**config.mk**
```make
export PLATFORM = sky130hd
export DESIGN_NAME = i2cm_cmd_unit
export DESIGN_NICKNAME = d
export VERILOG_FILES = /design/src/rtl/i2cm_pkg.sv /design/src/rtl/i2cm_tick.sv /design/src/rtl/i2cm_seq.sv /design/src/rtl/i2cm_regs.sv /design/src/rtl/i2cm_cmd_unit.sv
export SDC_FILE = /design/constraint.sdc
export NUM_CORES = 1
export LEC_CHECK = 0
export BUFFER_PORTS_ARGS = -buffer_cell sky130_fd_sc_hd__clkbuf_2
export CORE_MARGIN = 4
export CORE_UTILIZATION = 40
export DETAILED_ROUTE_END_ITERATION = 10
export PLACE_DENSITY = 0.53
export SLEW_MARGIN = 25
export SYNTH_ARGS = -nofsm -noshare
export SYNTH_HDL_FRONTEND = slang
export SYNTH_SLANG_ARGS = --single-unit
```
**constraint.sdc**
```tcl
create_clock -name clk -period 3.7 [get_ports clk]
set_input_delay 0.37 -clock clk [delete_from_list [all_inputs] [get_ports clk]]
set_output_delay 0.37 -clock clk [all_outputs]
set_load 0.03 [all_outputs]
```
**src/rtl/i2cm_pkg.sv**
```systemverilog
package i2cm_pkg;
  localparam int REG_W  = 8;
  localparam int ADDR_W = 3;

  localparam logic [ADDR_W-1:0] A_CTRL = 3'd0;
  localparam logic [ADDR_W-1:0] A_DATA = 3'd1;
  localparam logic [ADDR_W-1:0] A_STAT = 3'd2;
  localparam logic [ADDR_W-1:0] A_IE   = 3'd3;
  localparam logic [ADDR_W-1:0] A_DIV  = 3'd4;

  localparam logic [1:0] CMD_START = 2'd1;
  localparam logic [1:0] CMD_STOP  = 2'd2;

  localparam logic [REG_W-1:0] IE_KEEP  = 8'h1B;
  localparam logic [REG_W-1:0] W1C_KEEP = 8'h0D;

  typedef enum logic [1:0] {OP_START, OP_RESTART, OP_STOP, OP_BYTE} op_t;

  typedef enum logic [3:0] {
    SQ_IDLE, SQ_RS, SQ_S1, SQ_S2, SQ_S3, SQ_P1, SQ_P2, SQ_P3,
    SQ_BLO, SQ_BHI, SQ_ALO, SQ_AHI, SQ_AEND
  } sq_t;
endpackage

```
**src/rtl/i2cm_tick.sv**
```systemverilog
module i2cm_tick #(
  parameter int DIV_W = 8
) (
  input  logic             clk,
  input  logic             rst_n,
  input  logic             run,
  input  logic [DIV_W-1:0] div,
  output logic             tick
);
  localparam logic [DIV_W-1:0] STEP = DIV_W'(1);

  logic [DIV_W-1:0] cnt_q, cnt_d;

  assign tick = run && (cnt_q == div);

  always_comb begin
    if (!run || tick) cnt_d = '0;
    else              cnt_d = cnt_q + STEP;
  end

  always_ff @(posedge clk or negedge rst_n) begin
    if (!rst_n) cnt_q <= '0;
    else        cnt_q <= cnt_d;
  end
endmodule

```
**src/rtl/i2cm_seq.sv**
```systemverilog
module i2cm_seq
  import i2cm_pkg::*;
#(
  parameter int BYTE_W = 8
) (
  input  logic              clk,
  input  logic              rst_n,
  input  logic              tick,
  input  logic              go,
  input  op_t               go_op,
  input  logic [BYTE_W-1:0] go_byte,
  input  logic              sda_in,
  input  logic              release_lines,
  output logic              busy,
  output logic              done,
  output logic              byte_done,
  output logic              nack,
  output logic              in_byte,
  output logic              scl_low,
  output logic              sda_low
);
  localparam int BIT_W = (BYTE_W > 1) ? $clog2(BYTE_W) : 1;
  localparam logic [BIT_W-1:0] LAST_BIT = BIT_W'(BYTE_W - 1);
  localparam logic [BIT_W-1:0] BIT_STEP = BIT_W'(1);

  sq_t               st_q, st_d;
  logic [BIT_W-1:0]  bit_q, bit_d;
  logic [BYTE_W-1:0] shift_q, shift_d;
  logic              nack_q, nack_d;
  logic [1:0]        lines_q, lines_d;   // {scl_low, sda_low}

  // line drive of each phase; b is the data bit being sent
  function automatic logic [1:0] drive_of(sq_t s, logic b);
    case (s)
      SQ_RS:   drive_of = 2'b10;
      SQ_S1:   drive_of = 2'b00;
      SQ_S2:   drive_of = 2'b01;
      SQ_S3:   drive_of = 2'b11;
      SQ_P1:   drive_of = 2'b11;
      SQ_P2:   drive_of = 2'b01;
      SQ_P3:   drive_of = 2'b00;
      SQ_BLO:  drive_of = {1'b1, ~b};
      SQ_BHI:  drive_of = {1'b0, ~b};
      SQ_ALO:  drive_of = 2'b10;
      SQ_AHI:  drive_of = 2'b00;
      SQ_AEND: drive_of = 2'b10;
      default: drive_of = 2'b00;
    endcase
  endfunction

  always_comb begin
    st_d    = st_q;
    bit_d   = bit_q;
    shift_d = shift_q;
    nack_d  = nack_q;
    if (st_q == SQ_IDLE) begin
      if (go) begin
        case (go_op)
          OP_START:   st_d = SQ_S1;
          OP_RESTART: st_d = SQ_RS;
          OP_STOP:    st_d = SQ_P1;
          default: begin
            st_d    = SQ_BLO;
            shift_d = go_byte;
            bit_d   = '0;
          end
        endcase
      end
    end else if (tick) begin
      case (st_q)
        SQ_RS:  st_d = SQ_S1;
        SQ_S1:  st_d = SQ_S2;
        SQ_S2:  st_d = SQ_S3;
        SQ_P1:  st_d = SQ_P2;
        SQ_P2:  st_d = SQ_P3;
        SQ_BLO: st_d = SQ_BHI;
        SQ_BHI: begin
          if (bit_q == LAST_BIT) begin
            st_d = SQ_ALO;
          end else begin
            st_d    = SQ_BLO;
            bit_d   = bit_q + BIT_STEP;
            shift_d = {shift_q[BYTE_W-2:0], 1'b0};
          end
        end
        SQ_ALO: st_d = SQ_AHI;
        SQ_AHI: begin
          st_d   = SQ_AEND;
          nack_d = sda_in;
        end
        default: st_d = SQ_IDLE;   // S3, P3, AEND finish
      endcase
    end
  end

  always_comb begin
    if (st_d != SQ_IDLE)    lines_d = drive_of(st_d, shift_d[BYTE_W-1]);
    else if (release_lines) lines_d = 2'b00;
    else                    lines_d = lines_q;
  end

  always_ff @(posedge clk or negedge rst_n) begin
    if (!rst_n) begin
      st_q    <= SQ_IDLE;
      bit_q   <= '0;
      shift_q <= '0;
      nack_q  <= 1'b0;
      lines_q <= 2'b00;
    end else begin
      st_q    <= st_d;
      bit_q   <= bit_d;
      shift_q <= shift_d;
      nack_q  <= nack_d;
      lines_q <= lines_d;
    end
  end

  assign busy      = (st_q != SQ_IDLE);
  assign done      = tick && ((st_q == SQ_S3) || (st_q == SQ_P3) || (st_q == SQ_AEND));
  assign byte_done = tick && (st_q == SQ_AEND);
  assign nack      = nack_q;
  assign in_byte   = (st_q == SQ_BLO) || (st_q == SQ_BHI) || (st_q == SQ_ALO) ||
                     (st_q == SQ_AHI) || (st_q == SQ_AEND);
  assign scl_low   = lines_q[1];
  assign sda_low   = lines_q[0];
endmodule

```
**src/rtl/i2cm_regs.sv**
```systemverilog
module i2cm_regs
  import i2cm_pkg::*;
#(
  parameter int DIV_W     = 8,
  parameter int DIV_RESET = 4
) (
  input  logic              clk,
  input  logic              rst_n,
  input  logic              reg_wr,
  input  logic [ADDR_W-1:0] reg_addr,
  input  logic [REG_W-1:0]  reg_wdata,
  input  logic              busy,
  input  logic              done,
  input  logic              byte_done,
  input  logic              nack,
  output logic [REG_W-1:0]  reg_rdata,
  output logic              go,
  output op_t               go_op,
  output logic [REG_W-1:0]  go_byte,
  output logic              release_lines,
  output logic [DIV_W-1:0]  div,
  output logic              irq,
  output logic              sess_done,
  output logic              err_flag
);
  localparam logic [DIV_W-1:0] DIV_INIT = DIV_W'(DIV_RESET);

  logic             en_q, en_d;
  logic [1:0]       cmd_q, cmd_d;
  logic             ackb_q, ackb_d;
  logic [REG_W-1:0] data_q, data_d;
  logic             noack_q, noack_d;
  logic             err_q, err_d;
  logic             sdone_q, sdone_d;
  logic [REG_W-1:0] ie_q, ie_d;
  logic [DIV_W-1:0] div_q, div_d;

  logic             wr_ctrl, wr_data, wr_stat, wr_ie, wr_div;
  logic [1:0]       cmd_w;
  logic             cmd_req, ctrl_take, ctrl_go, data_go, err_set;
  logic [REG_W-1:0] clr, stat_vec;

  always_comb begin
    wr_ctrl   = reg_wr && (reg_addr == A_CTRL);
    wr_data   = reg_wr && (reg_addr == A_DATA);
    wr_stat   = reg_wr && (reg_addr == A_STAT);
    wr_ie     = reg_wr && (reg_addr == A_IE);
    wr_div    = reg_wr && (reg_addr == A_DIV);
    cmd_w     = reg_wdata[2:1];
    cmd_req   = (cmd_w == CMD_START) || (cmd_w == CMD_STOP);
    ctrl_take = wr_ctrl && !busy;
    ctrl_go   = ctrl_take && reg_wdata[0] && cmd_req;
    data_go   = wr_data && !busy && en_q;
    err_set   = (wr_ctrl && cmd_req && (busy || !reg_wdata[0])) ||
                (wr_data && (busy || !en_q));
    clr       = wr_stat ? (reg_wdata & W1C_KEEP) : '0;
  end

  always_comb begin
    go = ctrl_go || data_go;
    if (data_go)                go_op = OP_BYTE;
    else if (cmd_w == CMD_STOP) go_op = OP_STOP;
    else if (reg_wdata[3])      go_op = OP_RESTART;
    else                        go_op = OP_START;
  end

  assign go_byte       = reg_wdata;
  assign release_lines = ctrl_take && !reg_wdata[0];

  always_comb begin
    en_d    = ctrl_take ? reg_wdata[0]   : en_q;
    cmd_d   = ctrl_take ? cmd_w          : cmd_q;
    if (byte_done)      ackb_d = nack;
    else if (ctrl_take) ackb_d = reg_wdata[3];
    else                ackb_d = ackb_q;
    data_d  = data_go ? reg_wdata : data_q;
    noack_d = (noack_q && !clr[0]) || (byte_done && nack);
    err_d   = (err_q   && !clr[2]) || err_set;
    sdone_d = (sdone_q && !clr[3]) || done;
    ie_d    = wr_ie ? (reg_wdata & IE_KEEP) : ie_q;
    div_d   = (wr_div && !busy) ? reg_wdata[DIV_W-1:0] : div_q;
  end

  always_ff @(posedge clk or negedge rst_n) begin
    if (!rst_n) begin
      en_q    <= 1'b0;
      cmd_q   <= 2'd0;
      ackb_q  <= 1'b0;
      data_q  <= '0;
      noack_q <= 1'b0;
      err_q   <= 1'b0;
      sdone_q <= 1'b0;
      ie_q    <= '0;
      div_q   <= DIV_INIT;
    end else begin
      en_q    <= en_d;
      cmd_q   <= cmd_d;
      ackb_q  <= ackb_d;
      data_q  <= data_d;
      noack_q <= noack_d;
      err_q   <= err_d;
      sdone_q <= sdone_d;
      ie_q    <= ie_d;
      div_q   <= div_d;
    end
  end

  assign stat_vec = {busy, 3'b000, sdone_q, err_q, 1'b0, noack_q};

  always_comb begin
    case (reg_addr)
      A_CTRL:  reg_rdata = {4'b0000, ackb_q, cmd_q, en_q};
      A_DATA:  reg_rdata = data_q;
      A_STAT:  reg_rdata = stat_vec;
      A_IE:    reg_rdata = ie_q;
      A_DIV:   reg_rdata = REG_W'(div_q);
      default: reg_rdata = '0;
    endcase
  end

  assign irq       = |(stat_vec & ie_q);
  assign div       = div_q;
  assign sess_done = sdone_q;
  assign err_flag  = err_q;
endmodule

```
**src/rtl/i2cm_cmd_unit.sv**
```systemverilog
module i2cm_cmd_unit
  import i2cm_pkg::*;
#(
  parameter int DIV_W     = 8,
  parameter int DIV_RESET = 4
) (
  input  logic              clk,
  input  logic              rst_n,
  input  logic              reg_wr,
  input  logic [ADDR_W-1:0] reg_addr,
  input  logic [REG_W-1:0]  reg_wdata,
  output logic [REG_W-1:0]  reg_rdata,
  input  logic              sda_in,
  output logic              scl_low,
  output logic              sda_low,
  output logic              irq
);
  logic             busy_w, done_w, byte_done_w, nack_w, in_byte_w, tick_w;
  logic             go_w, release_w, sess_done_w, err_flag_w;
  op_t              go_op_w;
  logic [REG_W-1:0] go_byte_w;
  logic [DIV_W-1:0] div_w;

  i2cm_regs #(.DIV_W(DIV_W), .DIV_RESET(DIV_RESET)) u_regs (
    .clk(clk), .rst_n(rst_n), .reg_wr(reg_wr), .reg_addr(reg_addr),
    .reg_wdata(reg_wdata), .busy(busy_w), .done(done_w),
    .byte_done(byte_done_w), .nack(nack_w), .reg_rdata(reg_rdata),
    .go(go_w), .go_op(go_op_w), .go_byte(go_byte_w),
    .release_lines(release_w), .div(div_w), .irq(irq),
    .sess_done(sess_done_w), .err_flag(err_flag_w)
  );

  i2cm_tick #(.DIV_W(DIV_W)) u_tick (
    .clk(clk), .rst_n(rst_n), .run(busy_w), .div(div_w), .tick(tick_w)
  );

  i2cm_seq #(.BYTE_W(REG_W)) u_seq (
    .clk(clk), .rst_n(rst_n), .tick(tick_w), .go(go_w), .go_op(go_op_w),
    .go_byte(go_byte_w), .sda_in(sda_in), .release_lines(release_w),
    .busy(busy_w), .done(done_w), .byte_done(byte_done_w), .nack(nack_w),
    .in_byte(in_byte_w), .scl_low(scl_low), .sda_low(sda_low)
  );
endmodule

```
# [After elaboration in Yosys (flattened, before gate mapping)]
# Cells that the tools add are included.
[totals] ff_bits=53 input_bits=15
[op_classes] addsub=2 eq_ne=34 mux=29 bitwise_logic=3 n_reduce_logical=55
[op_table] op="two-way mux 8 bit" n=7
[op_table] op="case mux 8 bit (5 select lines)" n=1
[op_table] op="equality test 4 bit (second input constant)" n=9
[op_table] op="case mux 4 bit (9 select lines)" n=1
[op_table] op="equality test 4 x 3 -> 1 bit (second input constant)" n=7
[op_table] op="logical AND 1 bit" n=22
[op_table] op="two-way mux 3 bit" n=6
[op_table] op="two-way mux 4 bit" n=4
[op_table] op="equality test 4 x 2 -> 1 bit (second input constant)" n=3
[op_table] op="case mux 4 bit (3 select lines)" n=1
[op_table] op="logical OR 1 bit" n=11
[op_table] op="two-way mux 2 bit" n=5
[op_table] op="case mux 2 bit (5 select lines)" n=1
[op_table] op="adder 8 x 1 -> 8 bit (second input constant)" n=1
[op_table] op="AND 8 x 5 -> 8 bit" n=1
[op_table] op="equality test 4 x 1 -> 1 bit (second input constant)" n=2
[op_table] op="equality test 8 bit" n=1
[op_table] op="nonzero test 2 bit" n=4
[op_table] op="nonzero test 4 bit" n=2
[op_table] op="OR reduction 8 bit" n=1
[op_table] op="equality test 3 x 2 -> 1 bit (second input constant)" n=2
[op_table] op="equality test 3 bit (second input constant)" n=2
[op_table] op="zero test 1 bit" n=6
[op_table] op="OR reduction 3 bit" n=2
[op_table] op="14 further kinds" n=21

# [Depth between registers and ports, before layout]
[logic_depth] word_depth=13 ltp_mapped=13

# [Cells and area by module]
# Synthesis repeated with hierarchy kept, for this count alone.
[hier_totals] hier_cells=289 area_unflattened_um2=3086.7
[modules_own_cells] module="i2cm_regs" n_inst=1 cells_per_inst=129 area_per_inst_um2=1510.2 seq_area_each_um2=676.9
[modules_own_cells] module="i2cm_seq" n_inst=1 cells_per_inst=114 area_per_inst_um2=1076.0 seq_area_each_um2=450.4
[modules_own_cells] module="i2cm_tick" n_inst=1 cells_per_inst=46 area_per_inst_um2=500.5 seq_area_each_um2=200.2

# [Least setup slack after synthesis]
# Ideal clock, no wire load.
[synth_path] path_type="register -> register" startpoint="register u_seq.st_q[3]" endpoint="register u_seq.lines_q[0]" setup_time_ns=0.123 arrival_time_ns=3.041 required_ns=3.577 setup_slack_ns=0.536 path_stages_with_launch=12 cell_sequence="dfrtp_1 buf_6 or4_4 buf_6 or2_2 nor2_4 a21o_1 ha_1 a221oi_1 and2b_4 a221oi_2 o21ai_1"
[synth_via] elab_chain_cells=13 elab_cells_between_ends=52
[synth_lines] item="start, declared" line_no="i2cm_seq.sv:26" rtl="sq_t st_q, st_d;"
[synth_lines] item="start signal, assigned" line_no="i2cm_seq.sv:110" rtl="st_q <= st_d;"
[synth_lines] item="nonzero test 4 bit" line_no="i2cm_seq.sv:118" rtl="assign busy = (st_q != SQ_IDLE);"
[synth_lines] item="zero test 1 bit" line_no="i2cm_regs.sv:51, i2cm_regs.sv:53"
[synth_lines] item="logical AND 1 bit (2 in series)" line_no="i2cm_regs.sv:53" rtl="data_go = wr_data && !busy && en_q;"
[synth_lines] item="two-way mux 2 bit" line_no="i2cm_regs.sv:61" rtl="if (data_go) go_op = OP_BYTE;"
[synth_lines] item="equality test 2 bit (tied with other cells)" line_no="i2cm_seq.sv:58" rtl="case (go_op)"
[synth_lines] item="case mux 4 bit (3 select lines) or OR reduction 3 bit (tied branches)"
[synth_lines] item="two-way mux 4 bit or two-way mux 8 bit (tied branches)" line_no="i2cm_seq.sv:57, i2cm_seq.sv:58"
[synth_lines] item="two-way mux 4 bit or two-way mux 8 bit (tied branches)" line_no="i2cm_seq.sv:56, i2cm_seq.sv:57"
[synth_lines] item="equality test 4 x 1 -> 1 bit (tied with other cells)" line_no="i2cm_seq.sv:34" rtl="case (s)"
[synth_lines] item="OR reduction 3 bit (no source line) (tied with other cells)"
[synth_lines] item="case mux 2 bit (5 select lines)" line_no="i2cm_seq.sv:34"
[synth_lines] item="two-way mux 2 bit" line_no="i2cm_seq.sv:97" rtl="if (st_d != SQ_IDLE) lines_d = drive_of(st_d, shift_d[BYTE_W-1]);"
[synth_lines] item="end signal, assigned" line_no="i2cm_seq.sv:114" rtl="lines_q <= lines_d;"
[synth_lines] item="end, declared" line_no="i2cm_seq.sv:30" rtl="logic [1:0] lines_q, lines_d;"
# Parallel ways exist; a longest one is shown, timed or not. The select of a mux whose other input is x is not followed.
# A chain may end at the register's enable or synchronous reset.

# [Worst setup path after layout]
# Ends and elaborated chain as after synthesis.

==> impl_metrics.ini <==
[status]
status = finished, final reports clean

[timing]
finalHoldViolCount = 0
setup-violations-final = 0
worstMarginPinSlew_ps = 664
slew_violations = 0
fmax_mhz = 312
finalCriticalPeriod_ps = 3200
finClkSkew_ps = 5.67
min_period_over_period = 0.866
fin_ws_ps = 496
tns_ps = 0
rsz0062_at_grt = false
maxSlewHeadroom = 0.557

[yosys]
yosysTopAreaCell = dfrtp_1
postSynthAreaPerCell_um2 = 10.1
yosysUniqueCellTypes = 47
ys_seq_area_frac = 0.458
syn-num-nets = 308
postSynth.asyncResetShare = 1.00
synth-seq-cells = 53
synth-edff-count = 0
yosysMostFrequentCell = dfrtp_1
synthCells = 286
ys.flop_type = dfrtp_1
netlist_top_cells_area = dfrtp_1, mux2_2, nand2_1
netlist_area_um2 = 2900
synth_top_area_frac = 0.449
yosysWarnings = 0
synthTopCellsByCount = dfrtp_1, nand2_1, nor2_1

[floorplan]
core_region_area_um2 = 6910
die-area_um2 = 8680
die_h_um = 93.2
fp.dieW_um = 93.2
initial_utilization = 0.420
ioPinCount = 26
core.rowCount = 30

[clock_tree]
cts_hold_buf = 0
clkTransAtPathRegs_ps = 100
clock_sinks = 53
clk_latency_ps = 300
postCtsSetupBuffers = 0
cts_root_buf = clkbuf_8
clock_path_buffers = 2
numCtsBuffers = 5
cts_tree = yes
htreeDepth = 2
cts-resized-gates = 0

[pwr]
p_switching_mw = 0.795
seq_power_share = 0.462
peakVddDrop_mv = 0.315
total_leakage_power_nw = 1.45
power.share.combinational = 0.368
power.internal_mw = 1.27
p_per_area_nw_per_um2 = 642
pwr-share-clk = 0.170
switching_share = 0.386

[setup_path]
cp_max_fo = 9
r2r_end = u_seq.lines_q[0]$_DFFE_PN0P_
cp.required_ps = 3890
end_kind = register
r2r-start = u_seq.st_q[3]$_DFF_PN0_
endpoint = u_seq.lines_q[0]$_DFFE_PN0P_
startpoint = u_seq.st_q[3]$_DFF_PN0_
crit_type = register to register
reg2reg_depth = 9
crit_path_start_kind = register
cp.arrival_ps = 3400
ff2ff_setup_slack_ps = 500

[route]
top_layer = met4
route.met2.wl_mm = 3.11
dr_wl_met3_um = 174
drc = 0
drtPass1Iterations = 4
drtAntennaViolNets = 0
drtIter0Drc = 89
dr_total_vias = 2142
wire_per_inst_um = 16.5
drt-total-wl_mm = 6.70
viasPerCell = 5.26
met1_length_mm = 3.32

[cells_and_area]
area_growth_pct = 10.6
final_area_um2 = 3210
stdcell_count = 407
nets = 332
layout-drive-gt1-share = 0.251
antenna_cells = 0

[run]
max_cap_violations = 0

[place]
dp_slack_ps = 507
place_congestion = 0.763
dpl.hpwl_mm = 5.02
portBuffers = 25
placed_cell_area_um2 = 3110
dp_cells = 399

[global_route]
antenna_found_initial = 0
grt_usage = 0.167
grt_pass1_vias = 2167
grt_max_degree = 33
grt_overflow = 0
grt_pass1_wl_mm = 11.4

[worst_hold_path]
min_path_type = input pin to async pin
-- flip-flops by register name, indices dropped and copies added, names as in the netlist --
| register | flops |
|---|---|
| u_regs.data_q | 8 |
| u_regs.div | 8 |
| u_seq.shift_q | 8 |
| u_tick.cnt_q | 8 |
| u_regs.ie_q | 4 |
| u_seq.st_q | 4 |
| u_seq.bit_q | 3 |
| u_regs.cmd_q | 2 |
| u_seq.lines_q | 2 |
| u_regs.ackb_q | 1 |
| u_regs.en_q | 1 |
| u_regs.err_flag | 1 |
| u_regs.noack_q | 1 |
| u_regs.sess_done | 1 |
| u_seq.nack | 1 |
-- metal layers --
metal | vias up | global-route usage
met3 | 6 | 0.0298
met5 | - | 0
met4 | 0 | 0.0427
met1 | 1044 | 0.239
li1 | 1061 | -
met2 | 31 | 0.260
-- final cells by class --
type,instances,area [um^2]
clock buffers,6,82.6
inverters,10,37.5
fillers,672,3700
well taps,96,120
multi-input cells,210,1460
repair buffers,30,163
clock inverters,2,13.8
flip-flops and latches,53,1330
-- worst min-delay path by stage --
stage | startpoint | end | slack [ps]
6_report | rst_n | u_tick.cnt_q[5]$_DFF_PN0_ | 40
5_1_grt | rst_n | u_seq.bit_q[0]$_DFFE_PN0P_ | 80
4_1_cts | rst_n | u_tick.cnt_q[5]$_DFF_PN0_ | 60
3_5_place_dp | rst_n | u_tick.cnt_q[5]$_DFF_PN0_ | 400
3_3_place_gp | rst_n | u_tick.cnt_q[5]$_DFF_PN0_ | 400
2_1_floorplan | rst_n | u_regs.ackb_q$_DFFE_PN0P_ | 70
-- cells by family (layout without fill, tap and decap cells) --
kind of cell | count (synthesis) | after routing | synth area share
adders and majority gates | 7 | 7 | 0.0302
xor gates and xnor gates | 15 | 15 | 0.0453
buffers and inverters | 23 | 48 | 0.0397
muxes | 28 | 28 | 0.107
and+or+nand+nor | 105 | 105 | 0.180
AOI/OAI and AO/OA | 55 | 55 | 0.140
DFF | 53 | 53 | 0.458
-- power groups by stage --
stage | Sequential, mW | Clock [mW] | Combinational (mW)
3_3_place_gp | 0.956 | 0 | 0.756
6_report | 0.951 | 0.350 | 0.759
4_1_cts | 0.948 | 0.364 | 0.768
5_1_grt | 0.975 | 0.388 | 0.844
2_1_floorplan | 0.904 | 0 | 0.623
3_5_place_dp | 0.960 | 0 | 0.763
-- cells in the final DEF (no fill, tap or decap), types with 5 or more instances in the layout --
cell      count
nor2_1       27
a21oi_1       9
dfrtp_1      52
mux2_2       24
inv_1        10
xnor2_1      10
a22oi_1      12
buf_4         5
nand3_1       8
xor2_1        5
clkbuf_8      6
nand2_1      37
clkbuf_2     25
and4_1        5
ha_1          7
o21ai_0      14
-- worst max-delay path: stages, from the launching register on --
cell	delay, ps
dfrtp_1	480
or4_4	650
or2_2	360
o21ai_0	330
ha_1	310
a221oi_1	270
buf_4	180
and2b_4	180
a221oi_2	250
o21ai_1	90
-- per-stage QoR --
stage | util | hold WS [ps] | power [mW]
floorplan | - | 74.4 | 1.53
global placement | 0.451 | 397 | 1.71
detailed placement | 0.451 | 398 | 1.72
CTS | 0.464 | 56.7 | 2.08
global route | 0.464 | 78.0 | 2.21
finish | 0.464 | 40.6 | 2.06
Power figures use the tool's default switching activity.
